File: config.mk
export PLATFORM = sky130hd
export DESIGN_NAME = blk_cal_seq
export DESIGN_NICKNAME = d
export VERILOG_FILES = /design/src/rtl/blk_cal_seq.sv
export SDC_FILE = /design/constraint.sdc
export NUM_CORES = 1
export LEC_CHECK = 0
export ABC_AREA = 1
export BUFFER_PORTS_ARGS = -buffer_cell sky130_fd_sc_hd__buf_2
export CAP_MARGIN = 20
export CORE_UTILIZATION = 60
export DETAILED_ROUTE_END_ITERATION = 8
export PLACE_DENSITY = 0.83
export SETUP_SLACK_MARGIN = 0.3
export SLEW_MARGIN = 20
export SYNTH_ARGS = -nofsm -noshare
export SYNTH_HDL_FRONTEND = slang
export SYNTH_SLANG_ARGS = --single-unit
export TNS_END_PERCENT = 20
File: constraint.sdc
create_clock -name clk -period 7.6 [get_ports clk]
set_input_delay 0.38 -clock clk [delete_from_list [all_inputs] [get_ports clk]]
set_output_delay 0.38 -clock clk [all_outputs]
set_load 0.005 [all_outputs]
File: src/rtl/blk_cal_seq.sv
module blk_cal_seq #(
  parameter int LVL_W     = 7,
  parameter int TRIM_W    = 4,
  parameter int WIN       = 16,
  parameter int MEAS_LINE = 20,
  parameter int LINE_W    = 10,
  parameter int SETTLE    = 4,
  parameter int WIN_LO    = 48,
  parameter int WIN_HI    = 80
) (
  input  logic                     clk,
  input  logic                     rst_n,
  input  logic                     field_start,
  input  logic                     line_start,
  input  logic                     one_point,
  input  logic                     leak_bad,
  input  logic [2:0]               cmp_above,
  input  logic signed [TRIM_W-1:0] trim_r,
  input  logic signed [TRIM_W-1:0] trim_g,
  output logic                     leak_win,
  output logic                     test_ins,
  output logic                     test_hi,
  output logic                     blank,
  output logic                     fault,
  output logic                     in_win,
  output logic                     above_win,
  output logic [LVL_W-1:0]         off_r,
  output logic [LVL_W-1:0]         off_g,
  output logic [LVL_W-1:0]         off_b,
  output logic [LVL_W-1:0]         gain_r,
  output logic [LVL_W-1:0]         gain_g,
  output logic [LVL_W-1:0]         gain_b,
  output logic [LVL_W-1:0]         blk_r,
  output logic [LVL_W-1:0]         blk_g,
  output logic [LVL_W-1:0]         blk_b
);
  localparam int PW  = $clog2(WIN) + 1;
  localparam int SCW = $clog2(SETTLE + 1);
  localparam int SW  = LVL_W + 2;
  localparam logic [LVL_W-1:0] TOP = {LVL_W{1'b1}};
  localparam logic [LVL_W-1:0] MID = LVL_W'(1) << (LVL_W - 1);
  localparam logic [LINE_W-1:0] LMAX = {LINE_W{1'b1}};

  typedef enum logic [1:0] {IDLE, LEAK, TEST} phase_t;

  phase_t           ph;
  logic [PW-1:0]    pcnt;
  logic [LINE_W-1:0] lcnt;
  logic [SCW-1:0]   scnt;
  logic             leak_q, rev_lo_q;
  logic [LVL_W-1:0] off  [3];
  logic [LVL_W-1:0] gain [3];
  logic [5:0]       dir, dv;

  wire last  = (pcnt == PW'(WIN - 1));
  wire start = line_start & ~field_start & (ph == IDLE) & (lcnt == LINE_W'(MEAS_LINE - 1));
  wire upd   = (ph == TEST) & last;
  wire [2:0] up = ~cmp_above;

  logic [2:0] sat_o, sat_g, rev_o, rev_g;
  always_comb begin
    for (int i = 0; i < 3; i++) begin
      sat_o[i] = up[i] ? (off[i] == TOP)  : (off[i] == '0);
      sat_g[i] = up[i] ? (gain[i] == TOP) : (gain[i] == '0);
      rev_o[i] = dv[i]   & (dir[i]   != up[i]) & ~sat_o[i];
      rev_g[i] = dv[3+i] & (dir[3+i] != up[i]) & ~sat_g[i];
    end
  end

  wire gstep   = test_hi & ~one_point;
  wire any_sat = (~test_hi & |sat_o) | (gstep & |sat_g);
  wire pair_ok = rev_lo_q & (one_point | &rev_g);
  wire [SCW-1:0] scnt_nx = (scnt == SCW'(SETTLE)) ? scnt : scnt + 1'b1;
  wire fault_clr = upd & ~leak_q & test_hi & ~any_sat & pair_ok & (scnt_nx == SCW'(SETTLE));

  always_ff @(posedge clk or negedge rst_n) begin
    if (!rst_n) begin
      ph <= IDLE;
      pcnt <= '0;
      lcnt <= '0;
      leak_q <= 1'b0;
    end else begin
      if (field_start) lcnt <= '0;
      else if (line_start && lcnt != LMAX) lcnt <= lcnt + 1'b1;
      case (ph)
        IDLE: if (start) begin ph <= LEAK; pcnt <= '0; end
        LEAK: if (last) begin ph <= TEST; pcnt <= '0; leak_q <= leak_bad; end
              else pcnt <= pcnt + 1'b1;
        default: if (last) ph <= IDLE; else pcnt <= pcnt + 1'b1;
      endcase
    end
  end

  always_ff @(posedge clk or negedge rst_n) begin
    if (!rst_n) begin
      for (int i = 0; i < 3; i++) begin
        off[i]  <= MID;
        gain[i] <= MID;
      end
      dir <= '0;
      dv <= '0;
      test_hi <= 1'b0;
      fault <= 1'b1;
      blank <= 1'b1;
      scnt <= '0;
      rev_lo_q <= 1'b0;
    end else if (upd) begin
      test_hi <= ~test_hi;
      if (leak_q) begin
        fault <= 1'b1;
        scnt <= '0;
        rev_lo_q <= 1'b0;
      end else begin
        for (int i = 0; i < 3; i++) begin
          if (!test_hi && !sat_o[i]) begin
            off[i] <= up[i] ? off[i] + 1'b1 : off[i] - 1'b1;
            dir[i] <= up[i];
            dv[i] <= 1'b1;
          end
          if (gstep && !sat_g[i]) begin
            gain[i] <= up[i] ? gain[i] + 1'b1 : gain[i] - 1'b1;
            dir[3+i] <= up[i];
            dv[3+i] <= 1'b1;
          end
        end
        if (any_sat) begin
          fault <= 1'b1;
          scnt <= '0;
          rev_lo_q <= 1'b0;
        end else if (!test_hi) begin
          rev_lo_q <= &rev_o;
        end else if (pair_ok) begin
          scnt <= scnt_nx;
          if (fault_clr) begin
            fault <= 1'b0;
            blank <= 1'b0;
          end
        end else begin
          scnt <= '0;
        end
      end
    end
  end

  assign leak_win = (ph == LEAK);
  assign test_ins = (ph == TEST);
  assign off_r  = off[0];
  assign off_g  = off[1];
  assign off_b  = off[2];
  assign gain_r = gain[0];
  assign gain_g = gain[1];
  assign gain_b = gain[2];

  wire [LVL_W-1:0] m01 = (off[0] < off[1]) ? off[0] : off[1];
  wire [LVL_W-1:0] mn  = (m01 < off[2]) ? m01 : off[2];
  assign in_win    = (mn >= LVL_W'(WIN_LO)) && (mn <= LVL_W'(WIN_HI));
  assign above_win = (mn > LVL_W'(WIN_HI));

  wire signed [SW-1:0] sr = $signed({2'b00, off[0]}) + SW'(trim_r);
  wire signed [SW-1:0] sg = $signed({2'b00, off[1]}) + SW'(trim_g);
  wire signed [SW-1:0] stop = $signed({2'b00, TOP});
  assign blk_r = (sr < 0) ? '0 : (sr > stop) ? TOP : sr[LVL_W-1:0];
  assign blk_g = (sg < 0) ? '0 : (sg > stop) ? TOP : sg[LVL_W-1:0];
  assign blk_b = off[2];
endmodule

==> reports/qor.txt <==
status -> finished, final reports clean
drt pass-1 iters -> 5
total die area -> 10,500 um^2
max_cap viols -> 0
initial antenna violation count -> 0
Psw -> 0.000464 W
peak supply drop -> 0.100 mV
sequential-to-total area share from yosys stat -> 0.328
Sequential Power Share -> 0.368
Initial Util -> 0.620
hold_buf cts -> 0
Via density -> 5.48
vias in the first global route -> 5,363
TNS Setup -> 0 ps
fin worst setup slack -> 3560 ps
crit start category -> flop
Fillers -> 813
Clk pwr share -> 0.274
Syn Area/Cell -> 7.68 um^2
Setup CP Type -> flop to primary output
worst rel slew slack -> 0.530
DRC violations left -> 0
RSZ-0062 raised after global routing -> no
TritonCTS clock tree -> yes
Total GRT Usage -> 0.284
utilization after layout -> 0.695
Critical Path RT -> 7220 ps
layout cells sized above 1 -> 0.169
core area -> 9770 um^2
Least-Margin Pin Slew -> 705 ps
synthesized area -> 6060 um^2
DRT iter0 DRCs -> 243
# nets final -> 962
Final Cycle Share -> 0.532
Setup violations, final -> 0
die height -> 103 um
Root Driver -> clkbuf_8
gr ovfl total -> 0
Synthesis Warnings -> 0
Worst-Skew Late Latency -> 360 ps
via count of the routed design -> 5,543
CTS H-tree lvls -> 3
port bufs -> 86
Rows -> 36
Sw Share -> 0.360
fin. max-slew vios -> 0
Die W -> 103 um
area added between synthesis and finish -> 12.0%
Setup Skew -> 15.0 ps
DR WL/cell -> 13.8 um
Distinct cells, synth -> 38
min Tclk post-route -> 4040 ps
CTS Buf Count -> 9
Pleak -> 3.61 nW
Worst-path clk slew -> 90 ps
worst hold path class -> input port to async pin
WP data arrival -> 3660 ps
CP max FO -> 13
placed cell count -> 995
clk sinks -> 79
Routed Antenna Nets -> 0
combinational share of power -> 0.358
largest net degree at the start of global routing -> 80
P per Cell Area -> 190 nW/um^2
first-pass GRT wire length -> 23.4 mm
element type at the critical path end -> primary output
dpl ws -> 3960 ps
final instance area -> 6790 um^2
Cell Area, Placed -> 6570 um^2
Routed WL -> 14.0 mm
final-report hold violation count -> 0
Net Count, Synth -> 879
number of synthesized register bits -> 79
Post-Syn Instances -> 790
fmax -> 0.247 GHz
Max Buffers Root-to-Sink -> 2
Inserted Diodes -> 0
Post-CTS Setup Bufs -> 0
Internal -> 0.000825 W
hpwl dp -> 10.8 mm
Boundary Pins -> 87
PostCTS Resize Cnt -> 0
routability cong. -> 0.903
Cell Count, Final, Fillers Out -> 1,011
## power by group through the flow
stage          Clock [W]  Sequential [W]  Combinational, W
3_5_place_dp           0        0.000482          0.000457
6_report        0.000353        0.000474          0.000461
3_3_place_gp           0        0.000479          0.000433
4_1_cts         0.000358        0.000474          0.000460
5_1_grt         0.000373        0.000478          0.000538
2_1_floorplan          0        0.000475          0.000331
## placed cells by master (no fill, tap or decap), drive strengths merged, types with 2 or more instances in the layout
| cell type | count |
|---|---|
| xnor2 | 20 |
| nor4 | 12 |
| clkinv | 4 |
| a211oi | 8 |
| fa | 8 |
| a21o | 2 |
| or2 | 5 |
| bufinv | 2 |
| clkbuf | 11 |
| dfrtp | 71 |
| nor3 | 10 |
| nor2 | 52 |
| inv | 118 |
| nand3 | 21 |
| xor2 | 28 |
| nand2 | 186 |
| o21ai | 88 |
| dfstp | 8 |
| ha | 64 |
| o32ai | 2 |
| buf | 86 |
| nand4 | 17 |
| a21oi | 46 |
| o22ai | 4 |
## Yosys cell counts, drive strengths merged
cell type / instances / area share
a211oi: 8 / 0.011
a21o: 2 / 0.0025
a21oi: 46 / 0.041
a31oi: 1 / 0.0010
and2: 1 / 0.0010
buf: 14 / 0.016
clkinv: 2 / 0.0012
dfrtp: 71 / 0.29
dfstp: 8 / 0.035
fa: 8 / 0.026
ha: 64 / 0.13
inv: 118 / 0.073
nand2: 186 / 0.12
nand3: 21 / 0.017
nand3b: 1 / 0.0012
nand4: 17 / 0.018
nor2: 52 / 0.035
nor3: 10 / 0.0083
nor4: 12 / 0.012
o21ai: 88 / 0.073
o21bai: 1 / 0.0012
o22ai: 4 / 0.0041
o32ai: 2 / 0.0029
or2: 5 / 0.0052
xnor2: 20 / 0.029
xor2: 28 / 0.040
## worst max-delay path: stages (launching register included)
cell and delay (ps):
dfstp_2 580, inv_1 90, ha_1 310, nand2_1 100, inv_1 70, a21oi_4 180
nand2_4 120, o21ai_0 280, ha_1 310, a21oi_1 150, nor2_1 60, a211oi_1 350
nand2_2 160, or2_0 230, nand3_1 70, nand2_1 50, nand2_1 60, inv_1 30
buf_2 110
## routing by layer
metal / up-vias / GRT usage / wire [um]
li1: 2767 / - / -
met1: 2579 / 0.337 / 6010
met2: 156 / 0.493 / 6980
met3: 41 / 0.0447 / 541
met4: 0 / 0.155 / 427
met5: - / 0 / 0
## final timing paths
path / startpoint / end / slack [ps] / cells after the start
hold / removal: rst_n / blk_b[0] / 30 / 1
setup reg to reg: pcnt[0] / off_r[6] / 5200 / 11
setup / recovery: off_g[6] / in_win / 3560 / 18
min in group clk: field_start / lcnt[0] / 240 / 2
max in group asynchronous: rst_n / scnt[1] / 7070 / 1
hold reg to reg: dv[2] / dv[2] / 460 / 2
## state kept, by name, summed over array words and instances, names as in the netlist, 6 cells and up
name    count
lcnt       10
blk_b       7
gain_b      7
gain_g      7
gain_r      7
off_g       7
off_r       7
dir         6
dv          6
## stage by stage
step | hold WS (ps) | power, W
final | 27.8 | 0.00129
after global routing | 92.7 | 0.00139
after CTS | 200 | 0.00129
after detailed placement | 448 | 0.000939
after global placement | 435 | 0.000912
after floorplan | 84.4 | 0.000806
## cells by family after synthesis
logic type               share of synthesized area
AO/OA/AOI/OAI                                0.136
XOR/XNOR                                    0.0693
adder cells (fa/ha/maj)                      0.158
buffers and inverters                       0.0902
flip-flops                                   0.328
AND/OR/NAND/NOR                              0.218
## cell type report
| type | count | area, um^2 | share of cell area |
|---|---|---|---|
| Clock buffer | 11 | 141 | 0.0208 |
| Clock inverter | 5 | 81.3 | 0.0120 |
| Inverter | 120 | 450 | 0.0663 |
| Multi-Input combinational cell | 577 | 3530 | 0.520 |
| Sequential cell | 79 | 1990 | 0.293 |
| Tap cell | 133 | 166 | 0.0245 |
| Timing Repair Buffer | 86 | 437 | 0.0643 |
(Power assumes the default switching activity.)
